[config.mk]
export PLATFORM = sky130hd
export DESIGN_NAME = asid_tlb
export DESIGN_NICKNAME = d
export VERILOG_FILES = /design/src/rtl/tlb_pkg.sv /design/src/rtl/tlb_cam.sv /design/src/rtl/tlb_victim.sv /design/src/rtl/asid_tlb.sv
export SDC_FILE = /design/constraint.sdc
export NUM_CORES = 2
export LEC_CHECK = 0
export ABC_CLOCK_PERIOD_IN_PS = 8100
export BUFFER_PORTS_ARGS = -buffer_cell sky130_fd_sc_hd__buf_2
export CAP_MARGIN = 20
export CORE_MARGIN = 3
export CORE_UTILIZATION = 40
export DETAILED_ROUTE_END_ITERATION = 8
export PLACE_DENSITY = 0.64
export REMOVE_ABC_BUFFERS = 1
export SLEW_MARGIN = 20
export SYNTH_ARGS = -nofsm -noshare
export SYNTH_HDL_FRONTEND = slang
export SYNTH_HIERARCHICAL = 1
export SYNTH_SLANG_ARGS = --single-unit
[constraint.sdc]
create_clock -name clk -period 8.1 [get_ports clk]
set_clock_uncertainty 0.1 [all_clocks]
set_input_delay 0 -clock clk [delete_from_list [all_inputs] [get_ports clk]]
set_output_delay 0 -clock clk [all_outputs]
set_load 0.05 [all_outputs]
[src/rtl/tlb_pkg.sv]
package tlb_pkg;
   // Origin of the slot picked for a fill
   typedef enum logic [1:0] {
      VS_MATCH = 2'd0,
      VS_FREE  = 2'd1,
      VS_EVICT = 2'd2
   } vsrc_e;
endpackage

[src/rtl/tlb_cam.sv]
module tlb_cam #(
   parameter int N      = 16,
   parameter int VPN_W  = 20,
   parameter int ASID_W = 8
) (
   input  logic                         clk,
   input  logic                         rst_n,
   input  logic [N-1:0]                 valid_q,
   input  logic [N-1:0][VPN_W-1:0]      vpn_q,
   input  logic [N-1:0][ASID_W-1:0]     asid_q,
   input  logic [VPN_W-1:0]             lk_vpn,
   input  logic [ASID_W-1:0]            lk_asid,
   input  logic [VPN_W-1:0]             fl_vpn,
   input  logic [ASID_W-1:0]            fl_asid,
   input  logic [ASID_W-1:0]            kill_asid,
   output logic [N-1:0]                 lk_hit_vec,
   output logic [N-1:0]                 fl_dup_vec,
   output logic [N-1:0]                 kill_vec
);
   // one comparator set per slot, all evaluated in parallel
   for (genvar g = 0; g < N; g++) begin : g_slot
      assign lk_hit_vec[g] = valid_q[g] && (vpn_q[g] == lk_vpn) && (asid_q[g] == lk_asid);
      assign fl_dup_vec[g] = valid_q[g] && (vpn_q[g] == fl_vpn) && (asid_q[g] == fl_asid);
      assign kill_vec[g]   = valid_q[g] && (asid_q[g] == kill_asid);
   end


   hit_onehot_chk: assert property (@(posedge clk) disable iff (!rst_n)
      $onehot0(lk_hit_vec));
endmodule

[src/rtl/tlb_victim.sv]
module tlb_victim
   import tlb_pkg::*;
#(
   parameter int N     = 16,
   parameter int IDX_W = 4
) (
   input  logic             clk,
   input  logic             rst_n,
   input  logic [N-1:0]     valid_q,
   input  logic [N-1:0]     dup_vec,
   input  logic             fill_go,
   output logic [IDX_W-1:0] victim
);
   logic [IDX_W-1:0] ptr_q, ptr_nxt;
   logic [IDX_W-1:0] free_idx, dup_idx;
   logic             free_any;
   vsrc_e            src;

   always_comb begin
      free_idx = '0;
      free_any = 1'b0;
      dup_idx  = '0;
      for (int i = N - 1; i >= 0; i--) begin
         if (!valid_q[i]) begin
            free_idx = IDX_W'(i);
            free_any = 1'b1;
         end
         if (dup_vec[i]) dup_idx = IDX_W'(i);
      end
      if (|dup_vec) begin
         src    = VS_MATCH;
         victim = dup_idx;
      end else if (free_any) begin
         src    = VS_FREE;
         victim = free_idx;
      end else begin
         src    = VS_EVICT;
         victim = ptr_q;
      end
   end

   // wrap variant chosen by whether the depth is a power of two
   if ((N & (N - 1)) == 0) begin : g_wrap_pow2
      assign ptr_nxt = ptr_q + 1'b1;
   end else begin : g_wrap_cmp
      assign ptr_nxt = (ptr_q == IDX_W'(N - 1)) ? '0 : ptr_q + 1'b1;
   end

   always_ff @(posedge clk or negedge rst_n) begin
      if (!rst_n)                            ptr_q <= '0;
      else if (fill_go && src == VS_EVICT)   ptr_q <= ptr_nxt;
   end


   free_slot_chk: assert property (@(posedge clk) disable iff (!rst_n)
      (fill_go && src == VS_FREE) |-> !valid_q[victim]);

   evict_full_chk: assert property (@(posedge clk) disable iff (!rst_n)
      (fill_go && src == VS_EVICT) |-> (&valid_q));

   ptr_hold_chk: assert property (@(posedge clk) disable iff (!rst_n)
      !(fill_go && src == VS_EVICT) |=> $stable(ptr_q));
endmodule

[src/rtl/asid_tlb.sv]
module asid_tlb #(
   parameter int ENTRIES = 16,
   parameter int VPN_W   = 20,
   parameter int PFN_W   = 20,
   parameter int ASID_W  = 8
) (
   input  logic              clk,
   input  logic              rst_n,
   input  logic              lk_req,
   input  logic [VPN_W-1:0]  lk_vpn,
   input  logic [ASID_W-1:0] lk_asid,
   input  logic              lk_wr,
   input  logic              fill_en,
   input  logic [VPN_W-1:0]  fill_vpn,
   input  logic [ASID_W-1:0] fill_asid,
   input  logic [PFN_W-1:0]  fill_pfn,
   input  logic              fill_writable,
   input  logic              flush_all,
   input  logic              flush_asid_en,
   input  logic [ASID_W-1:0] flush_asid,
   output logic              rsp_done,
   output logic              rsp_hit,
   output logic              rsp_miss,
   output logic              rsp_fault,
   output logic [PFN_W-1:0]  rsp_pfn,
   output logic              rsp_writable
);
   localparam int IDX_W = (ENTRIES > 1) ? $clog2(ENTRIES) : 1;

   if (ENTRIES < 2)  begin : g_bad_entries $error("ENTRIES must be at least 2"); end
   if (ENTRIES > 64) begin : g_big_entries $error("ENTRIES above 64 not supported"); end
   if (VPN_W < 1 || PFN_W < 1 || ASID_W < 1) begin : g_bad_width
      $error("field widths must be positive");
   end

   logic [ENTRIES-1:0]              valid_q;
   logic [ENTRIES-1:0][VPN_W-1:0]   vpn_q;
   logic [ENTRIES-1:0][ASID_W-1:0]  asid_q;
   logic [ENTRIES-1:0][PFN_W-1:0]   pfn_q;
   logic [ENTRIES-1:0]              wr_q;

   logic [ENTRIES-1:0] hit_vec, dup_vec, kill_vec;
   logic [IDX_W-1:0]   victim;
   logic               fill_go, hit_any, wr_sel;
   logic [PFN_W-1:0]   pfn_sel;

   // any flush takes priority over a fill in the same cycle
   assign fill_go = fill_en && !flush_all && !flush_asid_en;

   tlb_cam #(.N(ENTRIES), .VPN_W(VPN_W), .ASID_W(ASID_W)) u_cam (
      .clk(clk), .rst_n(rst_n),
      .valid_q(valid_q), .vpn_q(vpn_q), .asid_q(asid_q),
      .lk_vpn(lk_vpn), .lk_asid(lk_asid),
      .fl_vpn(fill_vpn), .fl_asid(fill_asid),
      .kill_asid(flush_asid),
      .lk_hit_vec(hit_vec), .fl_dup_vec(dup_vec), .kill_vec(kill_vec)
   );

   tlb_victim #(.N(ENTRIES), .IDX_W(IDX_W)) u_victim (
      .clk(clk), .rst_n(rst_n),
      .valid_q(valid_q), .dup_vec(dup_vec), .fill_go(fill_go),
      .victim(victim)
   );

   // AND-OR read mux driven by the one-hot match vector
   always_comb begin
      pfn_sel = '0;
      wr_sel  = 1'b0;
      for (int i = 0; i < ENTRIES; i++) begin
         pfn_sel = pfn_sel | ({PFN_W{hit_vec[i]}} & pfn_q[i]);
         wr_sel  = wr_sel  | (hit_vec[i] & wr_q[i]);
      end
   end
   assign hit_any = |hit_vec;

   always_ff @(posedge clk or negedge rst_n) begin
      if (!rst_n) begin
         valid_q <= '0;
      end else if (flush_all) begin
         valid_q <= '0;
      end else if (flush_asid_en) begin
         valid_q <= valid_q & ~kill_vec;
      end else if (fill_go) begin
         valid_q[victim] <= 1'b1;
      end
   end

   always_ff @(posedge clk) begin
      if (fill_go) begin
         vpn_q[victim]  <= fill_vpn;
         asid_q[victim] <= fill_asid;
         pfn_q[victim]  <= fill_pfn;
         wr_q[victim]   <= fill_writable;
      end
   end

   always_ff @(posedge clk or negedge rst_n) begin
      if (!rst_n) begin
         rsp_done     <= 1'b0;
         rsp_hit      <= 1'b0;
         rsp_miss     <= 1'b0;
         rsp_fault    <= 1'b0;
         rsp_pfn      <= '0;
         rsp_writable <= 1'b0;
      end else begin
         rsp_done     <= lk_req;
         rsp_hit      <= lk_req && hit_any;
         rsp_miss     <= lk_req && !hit_any;
         rsp_fault    <= lk_req && hit_any && lk_wr && !wr_sel;
         rsp_pfn      <= (lk_req && hit_any) ? pfn_sel : '0;
         rsp_writable <= lk_req && hit_any && wr_sel;
      end
   end

   function automatic logic asid_live(input logic [ENTRIES-1:0] v,
                                      input logic [ENTRIES-1:0][ASID_W-1:0] a,
                                      input logic [ASID_W-1:0] id);
      logic r;
      r = 1'b0;
      for (int i = 0; i < ENTRIES; i++) r = r | (v[i] && a[i] == id);
      return r;
   endfunction


   flush_all_chk: assert property (@(posedge clk) disable iff (!rst_n)
      flush_all |=> (valid_q == '0));

   flush_asid_chk: assert property (@(posedge clk) disable iff (!rst_n)
      (flush_asid_en && !flush_all) |=> !asid_live(valid_q, asid_q, $past(flush_asid)));

   fault_hit_chk: assert property (@(posedge clk) disable iff (!rst_n)
      rsp_fault |-> (rsp_hit && !rsp_writable));

   done_excl_chk: assert property (@(posedge clk) disable iff (!rst_n)
      rsp_done |-> (rsp_hit != rsp_miss));

   idle_quiet_chk: assert property (@(posedge clk) disable iff (!rst_n)
      !rsp_done |-> !(rsp_hit || rsp_miss || rsp_fault));
endmodule

==> key figures <==
Detailed routing
  – Initial DRC count: 3756
  – Total number of vias: 26200
  – Routed WL: 137 mm
  – DRC Markers: 0
  – Number of routed nets with antenna violations: 0
  – DRT Pass-1 Iters: 6
  – Vias/cell: 6.07
  – Routed len/inst: 31.8 um

Worst hold path
  – Worst hold path type: in2reg

Timing
  – Highest clock rate: 172 MHz
  – Unrepaired setup endpoints after global routing: no
  – Final Worst Setup Slack: 2.30 ns
  – Crit share post-route: 71.6%
  – Setup TNS: 0 ns
  – Minimum clock period: 5.80 ns
  – Max-slew violations: 0
  – Slew headroom: 23.9%
  – Tightest Pin Transition: 1.14 ns
  – Setup violations, final: 0
  – Final hold viol count: 0

Yosys
  – FFs w/ async S/R, synth: 5.43%
  – Post-synth EDFFs: 784
  – Mapped Cells: 2778
  – Yosys warns: 6
  – Mapped Area: 40400 um^2
  – #FFs+latches synth: 829
  – Yosys top cell area share: 58.3%
  – Area leader, netlist: edfxtp_1
  – Ys flop type: edfxtp_1
  – Yosys cell types: 54
  – Seq/Total Area, Yosys: 61.1%
  – Synth area leaders: edfxtp_1, xor2_1, xnor2_1
  – Syn avg cell area: 14.5 um^2
  – Most frequent cells after synthesis: edfxtp_1, xor2_1, xnor2_1
  – Most common cell in the netlist: edfxtp_1

Clocking
  – CTS tree: built
  – Post-CTS resize count: 0
  – # clock sinks: 829
  – CTS clk-pin slew, worst paths: 0.06 ns
  – CTS max path bufs: 3
  – Root buf cell: clkbuf_16
  – TritonCTS Buffers: 84
  – Clock Latency Late Sink: 0.66 ns
  – H-tree levels: 3

Cells and area
  – Reg area: 24700 um^2
  – Share of cells above drive strength 1: 13.3%
  – Multi-input gate area: 14300 um^2
  – # nets final: 3049
  – Fillers: 8753
  – P&R area growth vs syn: 12.5%

Place
  – Worst slack, placed: 2.22 ns
  – Hpwl dp: 81.4 mm
  – I/O Buffers: 116
  – GP Congestion: 0.926

Floorplanning
  – Core Rows: 115
  – Die W: 324 um
  – Starting Density: 40.7%
  – Core area: 99300 um^2
  – Die height: 324 um
  – Die ar.: 105000 um^2
  – Num ports: 117

Global route
  – First-pass GRT wire length: 191 mm
  – Vias in the first global route: 25200
  – Tot GR Track Use: 25.7%
  – Initial antenna violation count: 2
  – Gr ovfl total: 0
  – Largest net degree at the start of global routing: 50

Pwr
  – Pleak: 0.0150 uW
  – PD cells: 210 nW/um^2
  – Maximum VDD drop: 204 uV

Status
  – Status: completed

Critical path
  – Crit Path Category: in2reg
  – Worst setup EP type: flop
  – WP data arrival: 5.99 ns
  – Worst path required time: 8.29 ns
  – Crit path max fanout: 29
  – Setup crit start kind: input port

Flow run
  – Max cap viols: 0
==> sequential cells by signal, summed over array words and instances (netlist names) <==
name,count
valid_q,16
rsp_miss,1
rsp_pfn,20
wr_q,16
rsp_hit,1
pfn_q,320
rsp_done,1
u_victim/ptr_q,4
rsp_writable,1
vpn_q,320
asid_q,128
rsp_fault,1
==> power breakdown <==
part           internal, uW  switching, uW
combinational           195            475
clock                  2440           1700
sequential             4700           9.89
total                  7340           2180
==> what timing repair did <==
item / in CTS / in global routing
hold endpoints to repair: 675 / 0
setup buffers: 0 / 0
hold buffers: 59 / 0
==> placed cells by master, fill, tap and decap left out, types with 6 or more instances in the layout <==
cell type / n
buf_4: 84
nand4_1: 109
clkbuf_1: 14
a22o_1: 64
buf_2: 116
nor3_1: 33
nand2_1: 33
inv_1: 16
clkinv_2: 17
a21oi_1: 7
nor4_1: 152
xnor2_1: 342
edfxtp_1: 784
clkinv_1: 13
dlygate4sd3_1: 59
nor2_4: 12
and3_1: 28
inv_6: 7
a32oi_1: 6
a221oi_2: 6
dfrtp_1: 45
nand3_1: 43
clkbuf_16: 84
a22oi_1: 52
a31oi_1: 21
o21ai_0: 6
nor2_1: 30
bufinv_16: 16
xor2_1: 674
a221oi_1: 59
nor4_2: 23
nor4_4: 16
==> per-layer routing <==
metal | global-route usage (%) | wire [um] | part of all wire, %
met1 | 36.2 | 55200 | 40
met2 | 38.6 | 59700 | 44
met3 | 5.96 | 16000 | 12
met4 | 10.2 | 6170 | 4.5
met5 | 0 | 0 | 0
==> through the flow <==
| stage | cells | utilization (%) | hold slack (ns) | instance area (um^2) | power, uW |
|---|---|---|---|---|---|
| after floorplan | 2610 | - | -0.396 | 38800 | 5030 |
| after global placement | 4097 | 42.2 | 0.0574 | 41900 | 5420 |
| after detailed placement | 4098 | 42.2 | 0.0574 | 41900 | 5420 |
| after CTS | 4313 | 45.7 | 0.00739 | 45400 | 9540 |
| after global routing | 4314 | 45.7 | 0.0572 | 45400 | 9750 |
| final | 4314 | 45.7 | 0.0521 | 45400 | 9530 |
==> final timing paths <==
kind                                                from                             to  slack (ns)  depth (start not counted)
setup / recovery                             fill_vpn[2]           pfn_q[239]$_DFFE_PP_        2.30                         14
hold / removal                                    lk_req             rsp_miss$_DFF_PN0_        0.05                          4
setup reg to reg                    asid_q[42]$_DFFE_PP_           pfn_q[239]$_DFFE_PP_        2.61                         11
hold reg to reg            u_victim/ptr_q[3]$_DFFE_PN0P_  u_victim/ptr_q[3]$_DFFE_PN0P_        0.38                          1
max in group asynchronous                          rst_n         valid_q[2]$_DFFE_PN0P_        6.89                          4
min in group asynchronous                          rst_n           rsp_pfn[2]$_DFF_PN0_        0.47                          4
==> cells by family (layout without fill, tap and decap cells) <==
group / Yosys count / after routing / share of synthesized area, %
and+or+nand+nor: 506 / 506 / 7.91
muxes: 1 / 1 / 0.0372
other: 0 / 1 / 0
DFF: 829 / 829 / 61.1
AOI/OAI and AO/OA: 240 / 240 / 4.89
buffers and inverters: 185 / 433 / 3.96
xor gates and xnor gates: 1016 / 1016 / 22.0
adders and majority gates: 1 / 1 / 0.0310
==> worst max-delay path, stage by stage <==
cell and delay, ns:
dlygate4sd3_1 0.52, buf_2 0.67, buf_4 0.34, xor2_1 0.09
nor4_1 0.31, nand4_1 0.15, nor4_2 0.70, nor2_1 0.09
a2111oi_0 0.51, a32oi_1 0.16, o21ai_0 0.42, nand3_1 0.55
nor2_4 0.89, buf_4 0.52
==> cell type report <==
| class | count | area share [%] |
|---|---|---|
| Antenna cell | 1 | 0.00551 |
| Clock buffer | 100 | 4.81 |
| Clock inverter | 56 | 1.56 |
| Inverter | 17 | 0.141 |
| Multi-Input combinational cell | 1764 | 31.6 |
| Sequential cell | 829 | 54.3 |
| Tap cell | 1287 | 3.55 |
| Timing Repair Buffer | 260 | 4.01 |
(Power assumes the default switching activity.)
